**config.mk**
```make
export PLATFORM = sky130hd
export DESIGN_NAME = rsp_capture_fifo
export DESIGN_NICKNAME = d
export VERILOG_FILES = /design/src/rtl/rsp_cap_pkg.sv /design/src/rtl/rsp_tmo_reg.sv /design/src/rtl/rsp_rx_ctrl.sv /design/src/rtl/rsp_rd_port.sv /design/src/rtl/rsp_capture_fifo.sv
export SDC_FILE = /design/constraint.sdc
export NUM_CORES = 1
export LEC_CHECK = 0
export ABC_CLOCK_PERIOD_IN_PS = 3300
export BUFFER_PORTS_ARGS = -buffer_cell sky130_fd_sc_hd__buf_2
export CAP_MARGIN = 15
export CORE_AREA = 2 2 131 133
export CTS_CLUSTER_DIAMETER = 120
export CTS_CLUSTER_SIZE = 16
export DETAILED_ROUTE_END_ITERATION = 6
export DIE_AREA = 0 0 133 135
export GPL_ROUTABILITY_DRIVEN = 1
export PLACE_DENSITY = 0.85
export SLEW_MARGIN = 20
export SYNTH_ARGS = -nofsm -noshare
export SYNTH_HDL_FRONTEND = slang
export SYNTH_HIERARCHICAL = 1
export SYNTH_SLANG_ARGS = --single-unit
```
**constraint.sdc**
```tcl
create_clock -name clk -period 3.3 [get_ports clk]
set_clock_uncertainty 0.1 [all_clocks]
set_input_delay 0.495 -clock clk [delete_from_list [all_inputs] [get_ports clk]]
set_output_delay 0.495 -clock clk [all_outputs]
set_load 0.02 [all_outputs]
```
**src/rtl/rsp_cap_pkg.sv**
```systemverilog
package rsp_cap_pkg;

    localparam int HW_W        = 16;
    localparam int SHORT_LEN   = 48;
    localparam int LONG_LEN    = 136;
    localparam int STORE_W     = 128;
    localparam int SHORT_WORDS = SHORT_LEN / HW_W;
    localparam int LONG_WORDS  = STORE_W / HW_W;
    localparam int CRC_W       = 7;
    localparam logic [CRC_W-1:0] CRC_POLY = 7'h09;
    localparam int BITCNT_W    = $clog2(LONG_LEN);
    localparam int PTR_W       = $clog2(LONG_WORDS + 1);

    typedef enum logic [1:0] {
        RK_NONE      = 2'd0,
        RK_SHORT_CRC = 2'd1,
        RK_LONG      = 2'd2,
        RK_SHORT     = 2'd3
    } rsp_kind_e;

    typedef enum logic [1:0] {
        RX_IDLE,
        RX_WAIT,
        RX_RECV,
        RX_DONE
    } rx_state_e;

    // One serial step of the CRC7 shift register.
    function automatic logic [CRC_W-1:0] crc_step(input logic [CRC_W-1:0] c, input logic b);
        logic fb;
        fb = b ^ c[CRC_W-1];
        return {c[CRC_W-2:0], 1'b0} ^ (fb ? CRC_POLY : '0);
    endfunction

    // Index of the final (stop) bit of a frame of this kind.
    function automatic logic [BITCNT_W-1:0] last_index(input rsp_kind_e k);
        return (k == RK_LONG) ? BITCNT_W'(LONG_LEN - 1) : BITCNT_W'(SHORT_LEN - 1);
    endfunction

    // Number of halfwords software may read for this kind.
    function automatic logic [PTR_W-1:0] word_count(input rsp_kind_e k);
        logic [PTR_W-1:0] n;
        case (k)
            RK_NONE: n = '0;
            RK_LONG: n = PTR_W'(LONG_WORDS);
            default: n = PTR_W'(SHORT_WORDS);
        endcase
        return n;
    endfunction

endpackage

```
**src/rtl/rsp_tmo_reg.sv**
```systemverilog
module rsp_tmo_reg #(
    parameter int TMO_W = 8
) (
    input  logic             clk,
    input  logic             rst_n,
    input  logic             wr_i,
    input  logic [TMO_W-1:0] val_i,
    output logic [TMO_W-1:0] lim_o
);
    logic [TMO_W-1:0] lim_d, lim_q;

    always_comb begin
        lim_d = lim_q;
        if (wr_i) lim_d = val_i;
    end

    always_ff @(posedge clk or negedge rst_n) begin
        if (!rst_n) lim_q <= '1;
        else        lim_q <= lim_d;
    end

    assign lim_o = lim_q;
endmodule

```
**src/rtl/rsp_rx_ctrl.sv**
```systemverilog
module rsp_rx_ctrl
    import rsp_cap_pkg::*;
#(
    parameter int TMO_W = 8
) (
    input  logic               clk,
    input  logic               rst_n,
    input  logic               start_i,
    input  rsp_kind_e          kind_i,
    input  logic               bit_i,
    input  logic               vld_i,
    input  logic [TMO_W-1:0]   lim_i,
    output rsp_kind_e          kind_o,
    output logic [STORE_W-1:0] sh_o,
    output logic               done_o,
    output logic               tmo_o,
    output logic               crc_err_o
);
    typedef struct packed {
        rx_state_e            st;
        rsp_kind_e            kind;
        logic [BITCNT_W-1:0]  bcnt;
        logic [TMO_W-1:0]     idle;
        logic [CRC_W-1:0]     crc;
        logic [STORE_W-1:0]   sh;
        logic                 done;
        logic                 tmo;
        logic                 crc_err;
    } rx_regs_t;

    rx_regs_t q, d;
    logic [TMO_W:0] idle_nx;

    always_comb begin
        d       = q;
        idle_nx = {1'b0, q.idle} + 1'b1;
        if (start_i) begin
            d.st      = (kind_i == RK_NONE) ? RX_DONE : RX_WAIT;
            d.kind    = kind_i;
            d.bcnt    = '0;
            d.idle    = '0;
            d.crc     = '0;
            d.sh      = '0;
            d.done    = (kind_i == RK_NONE);
            d.tmo     = 1'b0;
            d.crc_err = 1'b0;
        end else begin
            case (q.st)
                RX_WAIT: begin
                    if (vld_i) begin
                        if (!bit_i) begin
                            d.st   = RX_RECV;
                            d.bcnt = BITCNT_W'(1);
                            d.sh   = {q.sh[STORE_W-2:0], 1'b0};
                        end else begin
                            d.idle = idle_nx[TMO_W-1:0];
                            if (idle_nx >= {1'b0, lim_i}) begin
                                d.st   = RX_DONE;
                                d.done = 1'b1;
                                d.tmo  = 1'b1;
                            end
                        end
                    end
                end
                RX_RECV: begin
                    if (vld_i) begin
                        d.sh   = {q.sh[STORE_W-2:0], bit_i};
                        d.bcnt = q.bcnt + 1'b1;
                        if (q.bcnt == last_index(q.kind)) begin
                            d.st      = RX_DONE;
                            d.done    = 1'b1;
                            d.crc_err = (q.kind == RK_SHORT_CRC) && (q.crc != '0);
                        end else begin
                            d.crc = crc_step(q.crc, bit_i);
                        end
                    end
                end
                default: ;
            endcase
        end
    end

    always_ff @(posedge clk or negedge rst_n) begin
        if (!rst_n) begin
            q <= '{st: RX_IDLE, kind: RK_NONE, bcnt: '0, idle: '0, crc: '0,
                   sh: '0, done: 1'b0, tmo: 1'b0, crc_err: 1'b0};
        end else begin
            q <= d;
        end
    end

    assign kind_o    = q.kind;
    assign sh_o      = q.sh;
    assign done_o    = q.done;
    assign tmo_o     = q.tmo;
    assign crc_err_o = q.crc_err;
endmodule

```
**src/rtl/rsp_rd_port.sv**
```systemverilog
module rsp_rd_port
    import rsp_cap_pkg::*;
(
    input  logic               clk,
    input  logic               rst_n,
    input  logic               start_i,
    input  logic               rd_i,
    input  rsp_kind_e          kind_i,
    input  logic               done_i,
    input  logic               tmo_i,
    input  logic [STORE_W-1:0] sh_i,
    output logic [HW_W-1:0]    data_o
);
    logic [PTR_W-1:0] ptr_d, ptr_q;
    logic [HW_W-1:0]  long_hw  [LONG_WORDS];
    logic [HW_W-1:0]  short_hw [SHORT_WORDS];
    logic [HW_W-1:0]  sel;
    logic             avail;

    for (genvar g = 0; g < LONG_WORDS; g++) begin : g_long
        assign long_hw[g] = sh_i[STORE_W-1-HW_W*g -: HW_W];
    end

    for (genvar g = 0; g < SHORT_WORDS; g++) begin : g_short
        assign short_hw[g] = sh_i[SHORT_LEN-1-HW_W*g -: HW_W];
    end

    always_comb begin
        ptr_d = ptr_q;
        if (start_i)                                  ptr_d = '0;
        else if (rd_i && ptr_q < PTR_W'(LONG_WORDS))  ptr_d = ptr_q + 1'b1;
    end

    always_comb begin
        sel = '0;
        if (kind_i == RK_LONG) begin
            for (int k = 0; k < LONG_WORDS; k++)
                if (ptr_q == PTR_W'(k)) sel = long_hw[k];
        end else begin
            for (int k = 0; k < SHORT_WORDS; k++)
                if (ptr_q == PTR_W'(k)) sel = short_hw[k];
        end
        avail  = done_i && !tmo_i && (ptr_q < word_count(kind_i));
        data_o = avail ? sel : '0;
    end

    always_ff @(posedge clk or negedge rst_n) begin
        if (!rst_n) ptr_q <= '0;
        else        ptr_q <= ptr_d;
    end
endmodule

```
**src/rtl/rsp_capture_fifo.sv**
```systemverilog
module rsp_capture_fifo
    import rsp_cap_pkg::*;
#(
    parameter int TMO_W = 8
) (
    input  logic             clk,
    input  logic             rst_n,
    input  logic             cmd_start_i,
    input  logic [1:0]       rsp_kind_i,
    input  logic             line_bit_i,
    input  logic             line_vld_i,
    input  logic             tmo_wr_i,
    input  logic [TMO_W-1:0] tmo_val_i,
    input  logic             rd_en_i,
    output logic [15:0]      rd_data_o,
    output logic             cmd_done_o,
    output logic             rsp_tmo_o,
    output logic             rsp_crc_err_o
);
    logic [TMO_W-1:0]   lim;
    rsp_kind_e          kind_q;
    logic [STORE_W-1:0] sh;
    logic               done, tmo, crc_err;

    rsp_tmo_reg #(.TMO_W(TMO_W)) u_tmo (
        .clk   (clk),
        .rst_n (rst_n),
        .wr_i  (tmo_wr_i),
        .val_i (tmo_val_i),
        .lim_o (lim)
    );

    rsp_rx_ctrl #(.TMO_W(TMO_W)) u_rx (
        .clk       (clk),
        .rst_n     (rst_n),
        .start_i   (cmd_start_i),
        .kind_i    (rsp_kind_e'(rsp_kind_i)),
        .bit_i     (line_bit_i),
        .vld_i     (line_vld_i),
        .lim_i     (lim),
        .kind_o    (kind_q),
        .sh_o      (sh),
        .done_o    (done),
        .tmo_o     (tmo),
        .crc_err_o (crc_err)
    );

    rsp_rd_port u_rd (
        .clk     (clk),
        .rst_n   (rst_n),
        .start_i (cmd_start_i),
        .rd_i    (rd_en_i),
        .kind_i  (kind_q),
        .done_i  (done),
        .tmo_i   (tmo),
        .sh_i    (sh),
        .data_o  (rd_data_o)
    );

    assign cmd_done_o    = done;
    assign rsp_tmo_o     = tmo;
    assign rsp_crc_err_o = crc_err;
endmodule

```
# [Yosys cells after proc, flatten, opt, wreduce, memory -nomap -nowiden]
# Cells that the tools add are included.
[totals] regBits=170 input_bits=17 output_inout_bits=19 word_cells=108
[op_classes] addsub=3 n_lt_le_gt_ge=3 eq_ne=20 muxes=45 bitwise_logic=2 n_reduce_logical=24
[ops] op="129-bit one-hot mux with 2 select lines" n=1
[ops] op="16-bit 2-to-1 mux" n=14
[ops] op="154-bit 2-to-1 mux" n=1
[ops] op="136-bit 2-to-1 mux" n=1
[ops] op="130-bit 2-to-1 mux" n=1
[ops] op="128-bit 2-to-1 mux" n=1
[ops] op="8-bit 2-to-1 mux" n=5
[ops] op="4-bit by 3-bit equality test with 1-bit output (second input constant)" n=4
[ops] op="2-bit 2-to-1 mux" n=8
[ops] op="8-bit one-hot mux with 2 select lines" n=1
[ops] op="7-bit 2-to-1 mux" n=2
[ops] op="2-bit nonzero test" n=7
[ops] op="4-bit 2-to-1 mux" n=3
[ops] op="3-bit inequality test (second input constant)" n=4
[ops] op="8-bit by 1-bit adder with 9-bit output (second input constant)" n=1
[ops] op="9-bit by 8-bit >= comparator with 1-bit output" n=1
[ops] op="3-bit AND reduction" n=3
[ops] op="8-bit by 1-bit adder with 8-bit output (second input constant)" n=1
[ops] op="4-bit by 2-bit equality test with 1-bit output (second input constant)" n=2
[ops] op="8-bit equality test" n=1
[ops] op="4-bit one-hot mux with 2 select lines" n=1
[ops] op="4-bit AND reduction" n=2
[ops] op="7-bit nonzero test" n=1
[ops] op="7-bit bitwise XOR" n=1
[ops] op="other kinds (19)" n=30

# [Logic depth before layout (Yosys ltp)]
# Gate-level depths: netlist of the first run.
[depth] word_depth=11 mapped_depth=10 depth_no_buf=9

# [Cells and area by module]
# Netlist of the first run, hierarchy kept.
[modules_own_cells] module="rsp_rx_ctrl" n_inst=1 cells_each=866 area_per_inst_um2=7775.0 seq_area_each_um2=3953.8
[modules_own_cells] module="rsp_rd_port" n_inst=1 cells_each=261 area_per_inst_um2=2072.0 seq_area_each_um2=100.1
[modules_own_cells] module="rsp_tmo_reg" n_inst=1 cells_each=17 area_per_inst_um2=341.6 seq_area_each_um2=210.2

# [Worst setup path before layout of the first run]
# OpenSTA, ideal clock, no wires.
[synth_timing] kind="flip-flop to output port" from="register u_rx.q (netlist bit u_rx/kind_o[0])" to="output port rd_data_o[10]" t_arrival_ns=2.252 required_ns=2.705 path_slack_ns=0.453 stages_incl_launch_ff=11 path_buffers=4 path_cell_list="dfrtp_1 > buf_4 > and2b_4 > buf_6 > buf_6 > inv_1 > ha_1 > nor3b_1 > o21ai_1 > buf_2 > a311oi_2"
[synth_via] elab_chain_cells=5 elab_cells_between_ends=7 classes_between="order compare: 1; eq/ne: 1; mux: 3; reduce/logical: 2"
[synth_rtl] item="from (decl)" line="rsp_rx_ctrl.sv:31" source="rx_regs_t q, d;"
[synth_rtl] item="from (signal assigned)" line="rsp_rx_ctrl.sv:85" source="q <= '{st: RX_IDLE, kind: RK_NONE, bcnt: '0, idle: '0, crc: '0,"
[synth_rtl] item="2-bit equality test or 2-bit logical NOT (tied branches)" line="rsp_cap_pkg.sv:43, rsp_rd_port.sv:36"
[synth_rtl] item="4-bit one-hot mux with 2 select lines" line="rsp_cap_pkg.sv:43" source="case (k)"
[synth_rtl] item="4-bit < comparator" line="rsp_rd_port.sv:43" source="avail = done_i && !tmo_i && (ptr_q < word_count(kind_i));"
[synth_rtl] item="1-bit logical AND" line="rsp_rd_port.sv:43"
[synth_rtl] item="16-bit 2-to-1 mux *" line="rsp_rd_port.sv:44" source="data_o = avail ? sel : '0;"
[synth_rtl] item="to (decl)" line="rsp_capture_fifo.sv:15" source="output logic [15:0] rd_data_o,"
# Mark *: on every way between the ends. The rest lies on a longest branch, timed or not.

# [Final worst setup path of the first run]
[layout_timing] from="register u_rd.ptr_q[0]" to="output port rd_data_o[10]"
[layout_via] elab_chain_cells=11 elab_cells_between_ends=23 classes_between="order compare: 1; eq/ne: 7; mux: 13; reduce/logical: 2"
[layout_rtl] item="from (decl)" line="rsp_rd_port.sv:14" source="logic [PTR_W-1:0] ptr_d, ptr_q;"
[layout_rtl] item="from (signal assigned)" line="rsp_rd_port.sv:49" source="else ptr_q <= ptr_d;"
[layout_rtl] item="4-bit logical NOT" line="rsp_rd_port.sv:38, rsp_rd_port.sv:41"
[layout_rtl] item="16-bit 2-to-1 mux (8 in series)" line="rsp_rd_port.sv:38" source="if (ptr_q == PTR_W'(k)) sel = long_hw[k];"
[layout_rtl] item="16-bit 2-to-1 mux" line="rsp_rd_port.sv:36" source="if (kind_i == RK_LONG) begin"
[layout_rtl] item="16-bit 2-to-1 mux *" line="rsp_rd_port.sv:44"
# Marked as above.

==> out/metrics.cfg, run 1 <==
[pwr]
p_int_mw=3.51
power.density_nw_per_um2=477
netSwitchingFraction_pct=27.5
leakage_nw=4.16
ir_worst_vdd_mv=0.340
clkPwrFrac_pct=41.4
p_sw_mw=1.33
p_seq_share_pct=44.4
p_comb_share_pct=14.2

[clock_tree]
cts_max_path_buffers=2
cts.sinks=170
clk_latency_ns=0.44
cts_tree=done
clk_pin_slew_ns=0.07
cts_inserted_buffers=17
cts_root_buf=clkbuf_16
htreeDepth=4

[sta]
finalSetupViolCount=0
final.period_utilization_pct=97.6
layout_min_cycle_time_ns=3.22
finalHoldViolCount=0
setup_tns_ns=0
slew_headroom_pct=40.9
rsz0062_at_grt=false
maxSlewViolCount=0
fmax_mhz=311
tightest_slew_ns=0.882

[finish]
instances_no_fill=1249
num_antenna_cells=0
syn2layout_area_growth_pct=-0.442
finalNetCount=1049
drive_above_1_share_pct=15.8
fill_cells=1301

[yosys]
seq_area_frac_synth_pct=41.9
synthFlopType=dfrtp_1
syn-num-nets=1177
netlist_area_um2=10200
ys.warnings.count=6
synth.avg_cell_area_um2=8.91
synth_cells=1144
synth_edf_count=0
yosysUniqueCellTypes=72
synth-seq-cells=170
synthArstFlopShare_pct=100

[run_status]
status=completed

[floorplanning]
core-area_um2=16400
io_pins=36
rows=47
dieArea_um2=18000
die_w_um=133
fp.dieH_um=135
start_util_pct=62.1

[placed_design]
hpwl_mm=14.9
port_buffers=35
place_congestion=0.907
dpl.cell_count=1216

[detailed_routing]
routed-via-count=7868
drtPass1Iterations=6
drc=0
vias_per_cell=6.30
first_iter_violations=996
wl_mm=23.0
wl_per_cell_um=18.4
ant_nets=0

[global_routing]
grt_overflow=0
grt_max_degree=134
grt.total_usage_pct=26.6
grt_first_pass_wirelength_mm=38.1
antenna_found_initial=0
first_global_vias=7428

[critical_path]
rr_worst_depth=9
cp.required_ns=2.70
start_kind=flop
end_kind=primary output
crit_fanout=18
worstSetupPathType=reg -> out
crit_arrival_ns=2.62

[min_path]
holdPathStages=2
hp-class=in -> reg

[job]
cap_violations=0

flip-flops by register name (all words and copies together), names as in the netlist:
| signal | flops |
|---|---|
| u_rd/ptr_q | 4 |
| u_rx/crc_err_o | 1 |
| u_rx/done_o | 1 |
| u_rx/kind_o | 2 |
| u_rx/q | 25 |
| u_rx/sh_o | 128 |
| u_rx/tmo_o | 1 |
| u_tmo/lim_o | 8 |
cells in the final DEF (no fill, tap or decap), types with 3 or more instances in the layout:
cell type / count
nand2_1: 275
dfrtp_1: 162
o21ai_0: 124
nor2_1: 46
buf_2: 31
a221o_1: 29
a22oi_1: 29
buf_4: 24
o21ai_1: 23
clkbuf_16: 17
inv_1: 17
nand2b_1: 17
a31oi_1: 15
o2111ai_1: 14
o221a_2: 13
a21oi_1: 12
ha_1: 12
nand3_1: 12
a311oi_2: 11
mux2_4: 8
dfstp_2: 8
a32o_1: 7
clkinv_2: 5
buf_12: 5
nand3b_1: 5
xor2_1: 5
xnor2_1: 5
and3_1: 5
mux2i_1: 5
inv_6: 4
mux2_2: 4
nor2b_1: 4
a311oi_1: 3
o221ai_1: 3
ha_2: 3
a22o_1: 3
cells in the mapped netlist, types with 3 or more instances:
library cell  count  area share (%)
inv_1            17            0.63
xnor2_1           5            0.43
o2111ai_1        14             1.2
and3_1            5            0.31
nand2_1         275              10
o21ai_0         124             6.1
a221o_1          29             2.8
dfrtp_1         162              40
nor2b_1           4            0.25
dfstp_2           8             2.1
a22oi_1          29             2.1
nand3b_1          5            0.37
mux2i_1           5            0.49
xor2_1            5            0.43
a221oi_1          3            0.26
a311oi_1          4            0.34
o221a_2          13             1.4
o221ai_1          3            0.26
clkbuf_1         27            0.99
nor2_1           46             1.7
a22o_1            3            0.26
buf_4           137              10
mux2_4            8             1.2
a31oi_1          15            0.92
a32o_1            7            0.69
clkbuf_2          7            0.34
ha_1             16             2.0
nand3_1          12            0.59
a21oi_1          12            0.59
buf_2            24             1.2
mux2_2            4            0.44
nand2b_1         17             1.0
buf_6            15             1.7
a311oi_2         10             1.5
o21ai_1          24             1.2
worst paths after layout:
check	slack [ns]	end	start
max in group asynchronous	1.74	u_tmo/lim_o[4]	rst_n
min	0.18	u_tmo/lim_o[1]	tmo_val_i[1]
max reg2reg	0.88	u_rx/done_o	u_rx/q[138]
max	0.08	rd_data_o[10]	u_rd/ptr_q[0]
min reg2reg	0.40	u_rx/sh_o[127]	u_rx/sh_o[127]
min in group asynchronous	0.53	u_rx/sh_o[41]	rst_n
worst max-delay path, stage by stage, from the launching register on:
cell,delay (ns)
dfrtp_1,0.46
inv_1,0.17
ha_4,0.30
inv_2,0.18
o21ai_4,0.32
buf_4,0.23
nor2_1,0.07
a311oi_2,0.23
buf_2,0.22
metrics by stage:
stage	instance area [µm²]	power [mW]	hold WS [ns]	setup slack (ns)	utilization, %
6_report	10100	4.84	0.184	0.0801	61.8
5_1_grt	10100	5.02	0.167	0.00659	61.8
4_1_cts	10100	4.84	0.174	0.0115	61.6
3_5_place_dp	9470	2.83	0.372	0.323	57.7
3_3_place_gp	9470	2.82	0.368	0.409	57.7
2_1_floorplan	10200	2.67	0.0994	0.453	-
layer usage:
layer / up-vias / track usage (%) / wire length (µm)
li1: 3611 / - / -
met1: 3854 / 35.9 / 9690
met2: 343 / 41.8 / 11000
met3: 60 / 6.57 / 1640
met4: 0 / 10.5 / 676
met5: - / 0 / 0
power groups by stage:
stage	clock network (mW)	registers, mW	logic (mW)
2_1_floorplan	0	2.18	0.489
3_3_place_gp	0	2.18	0.635
3_5_place_dp	0	2.18	0.651
4_1_cts	2.03	2.15	0.667
5_1_grt	2.13	2.15	0.740
6_report	2.00	2.15	0.687
kinds of logic (layout without fill, tap and decap cells):
| group | Yosys count | count (layout) | synth area share, % |
|---|---|---|---|
| and+or+nand+nor | 388 | 388 | 16.5 |
| AOI/OAI and AO/OA | 313 | 313 | 21.7 |
| buffers and inverters | 230 | 115 | 15.0 |
| DFF | 170 | 170 | 41.9 |
| muxes | 17 | 17 | 2.11 |
| adders and majority gates | 16 | 16 | 1.96 |
| xor gates and xnor gates | 10 | 10 | 0.860 |
cell type report:
cell class / instances / area (µm²) / area share, %
clock buffers: 19 / 453 / 4.47
repair buffers: 63 / 468 / 4.61
clock inverters: 13 / 140 / 1.38
well taps: 220 / 275 / 2.71
inverters: 20 / 76.3 / 0.752
flip-flops and latches: 170 / 4260 / 42.0
multi-input cells: 744 / 4470 / 44.0
what timing repair did:
action / 4_1_cts / 5_1_grt
endpoints found under the setup margin: 7 / 13
setup buffers: 0 / 0
resized for setup: 7 / 8
hold buffers: 1 / 0
pin swaps: 0 / 4
hold endpoints to repair: 21 / 0
(Power assumes the default switching activity.)
==> run 2, diff against run 1 <==
ABC_CLOCK_PERIOD_IN_PS = 2810   (was 3300)
CORE_AREA = 2 2 137 139   (was 2 2 131 133)
DIE_AREA = 0 0 139 141   (was 0 0 133 135)
PLACE_DENSITY = 0.82   (was 0.85)
clock period = 2.81 ns   (was 3.3 ns; I/O delays follow)
==> run 2 against run 1 <==
The flow now finishes with violations (setup timing); clock power up 15%; routed wire length up 5.4%; flip-flop and latch count unchanged; cell area up 4.7%; non-clock buffer count up 24; final cell count up 3.1%.
==> out/metrics.cfg, run 2 (synthesis results as in run 1) <==
[detailed_routing]
routed-via-count=7970  ; +1.3%
drtPass1Iterations=6  ; unchanged
ant_nets=0  ; unchanged
first_iter_violations=990  ; -0.60%
drc=0  ; unchanged
wl_mm=24.3  ; +5.4%
vias_per_cell=6.19  ; -1.8%
wl_per_cell_um=18.9  ; +2.3%

[pwr]
ir_worst_vdd_mv=0.450  ; +32%
leakage_nw=4.30  ; +3.4%
power.density_nw_per_um2=546  ; +14%

[global_routing]
grt_busiest_layer=met2
grt.total_usage_pct=25.0  ; -1.6 points
use_met1_pct=32.6  ; -3.3 points
grt_util_met3_pct=5.37  ; -1.2 points
grt_first_pass_wirelength_mm=39.8  ; +4.5%
grt_overflow=0  ; unchanged
antenna_found_initial=0  ; unchanged
first_global_vias=7783  ; +4.8%
grt_use_met2_pct=39.3  ; -2.4 points
grt_max_degree=128  ; -4.5%

[finish]
drive_above_1_share_pct=19.6  ; +3.8 points
finalNetCount=1074  ; +2.4%
largest_reg_flops=128  ; unchanged
multiInputGateArea_um2=4620  ; +3.5%
postLayoutCellArea_um2=10600  ; +4.7%
num_antenna_cells=0  ; unchanged
fill_cells=1518  ; +17%
final_cell_mix=275 x nand2_1, 159 x dfrtp_1, 124 x o21ai_0
final_common_cell=nand2_1
regArea_um2=4270  ; about the same
syn2layout_area_growth_pct=4.20

[clock_tree]
clk_pin_slew_ns=0.07  ; about the same
clk_latency_ns=0.44  ; about the same
htreeDepth=4  ; unchanged
cts_tree=done
cts_max_path_buffers=2  ; unchanged
cts_inserted_buffers=17  ; unchanged
cts_root_buf=clkbuf_16
cts.sinks=170  ; unchanged

[run_status]
violations=setup timing
status=complete, but fails checks

[floorplanning]
fp.dieH_um=141  ; +4.4%
start_util_pct=55.8  ; -6.3 points
core-area_um2=18300  ; +11%
dieArea_um2=19600  ; +9.2%
io_pins=36  ; unchanged
rows=50  ; +6.4%
die_w_um=139  ; +4.5%

[critical_path]
start_kind=flop
end_kind=primary output
cp_slowest_cell=dfrtp_2
crit_arrival_ns=2.49  ; -0.13 ns
crit_fanout=8  ; -10
cp.required_ns=2.29  ; -0.41 ns
crit_family=compound AO/OA/AOI/OAI gates
max_stage_delay_ns=0.48  ; +0.02 ns
path_common_cell=buf_6
worst-path-buf-inv=4  ; unchanged
crit_path_cell_trace=buf_6 > buf_6 > ha_4 > a211oi_4 > o21ai_4 > buf_6 > a311oi_2 > buf_4
worstSetupPathType=reg -> out

[sta]
rsz0062_at_grt=true
final.period_utilization_pct=107
tightest_slew_ns=0.805  ; -0.0775 ns
maxSlewViolCount=0  ; unchanged
finalSetupViolCount=16  ; +16
setup_tns_ns=-2.36  ; -2.36 ns
finalHoldViolCount=0  ; unchanged
layout_min_cycle_time_ns=3.01
layout_setup_ws_ns=-0.199  ; -0.279 ns
timing.hold.ws_ns=0.107  ; -0.0766 ns
slew_headroom_pct=46.1  ; +5.2 points
fmax_mhz=332

[placed_design]
place_congestion=0.916  ; +0.96%
post_dp_cell_area_um2=9550  ; +0.86%
hpwl_mm=15.1  ; +0.83%
port_buffers=35  ; unchanged

[job]
cap_violations=0  ; unchanged

[min_path]
hp-class=in -> reg

## run 2: area by class of cell
type / count / share of cell area [%]
clock buffers: 17 / 4.01
clock inverters: 15 / 1.44
inverters: 20 / 0.766
multi-input cells: 745 / 43.5
flip-flops and latches: 170 / 40.2
well taps: 234 / 2.76
repair buffers: 87 / 7.30
## run 2: path summary, 6_finish.rpt
kind,slack (ns),end,cells past startpoint,startpoint
max,-0.20,rd_data_o[15],8,u_rd/ptr_q[1]
min,0.11,u_tmo/lim_o[2],2,tmo_val_i[2]
max reg2reg,0.41,u_rx/q[157],9,u_rx/q[138]
min reg2reg,0.40,u_rx/sh_o[127],2,u_rx/sh_o[127]
max in group asynchronous,1.40,u_rd/ptr_q[1],3,rst_n
min in group asynchronous,0.43,u_rx/q[143],2,rst_n
## run 2: metal layers
layer / vias up / share of wire (%)
met5: - / 0
met4: 0 / 4.1
met3: 87 / 6.8
met2: 378 / 47
met1: 3834 / 42
li1: 3671 / -
## run 2: report_power, final
part | internal, mW | switching [mW] | leakage (nW)
logic | 0.373 | 0.595 | 1.70
clock network | 1.18 | 1.12 | 0.274
registers | 2.49 | 0.0355 | 2.33
total | 4.04 | 1.75 | 4.30
## run 2: repair_timing
item,CTS,global route
hold endpoints to repair,50,0
hold buffers,1,0
endpoints found under the setup margin,16,16
pin swaps,13,7
gates resized for setup,54,17
setup buffers,10,5
gates cloned,1,0
## run 2: metrics by stage
step / util [%] / std cells / setup WS (ns) / power [mW]
after floorplan: - / 1144 / 0.0362 / 3.13
after global placement: 52.3 / 1239 / -0.00624 / 3.34
after detailed placement: 52.3 / 1239 / -0.0625 / 3.36
after CTS: 57.5 / 1283 / -0.125 / 5.78
after global routing: 58.1 / 1288 / -0.241 / 5.99
final: 58.1 / 1288 / -0.199 / 5.79
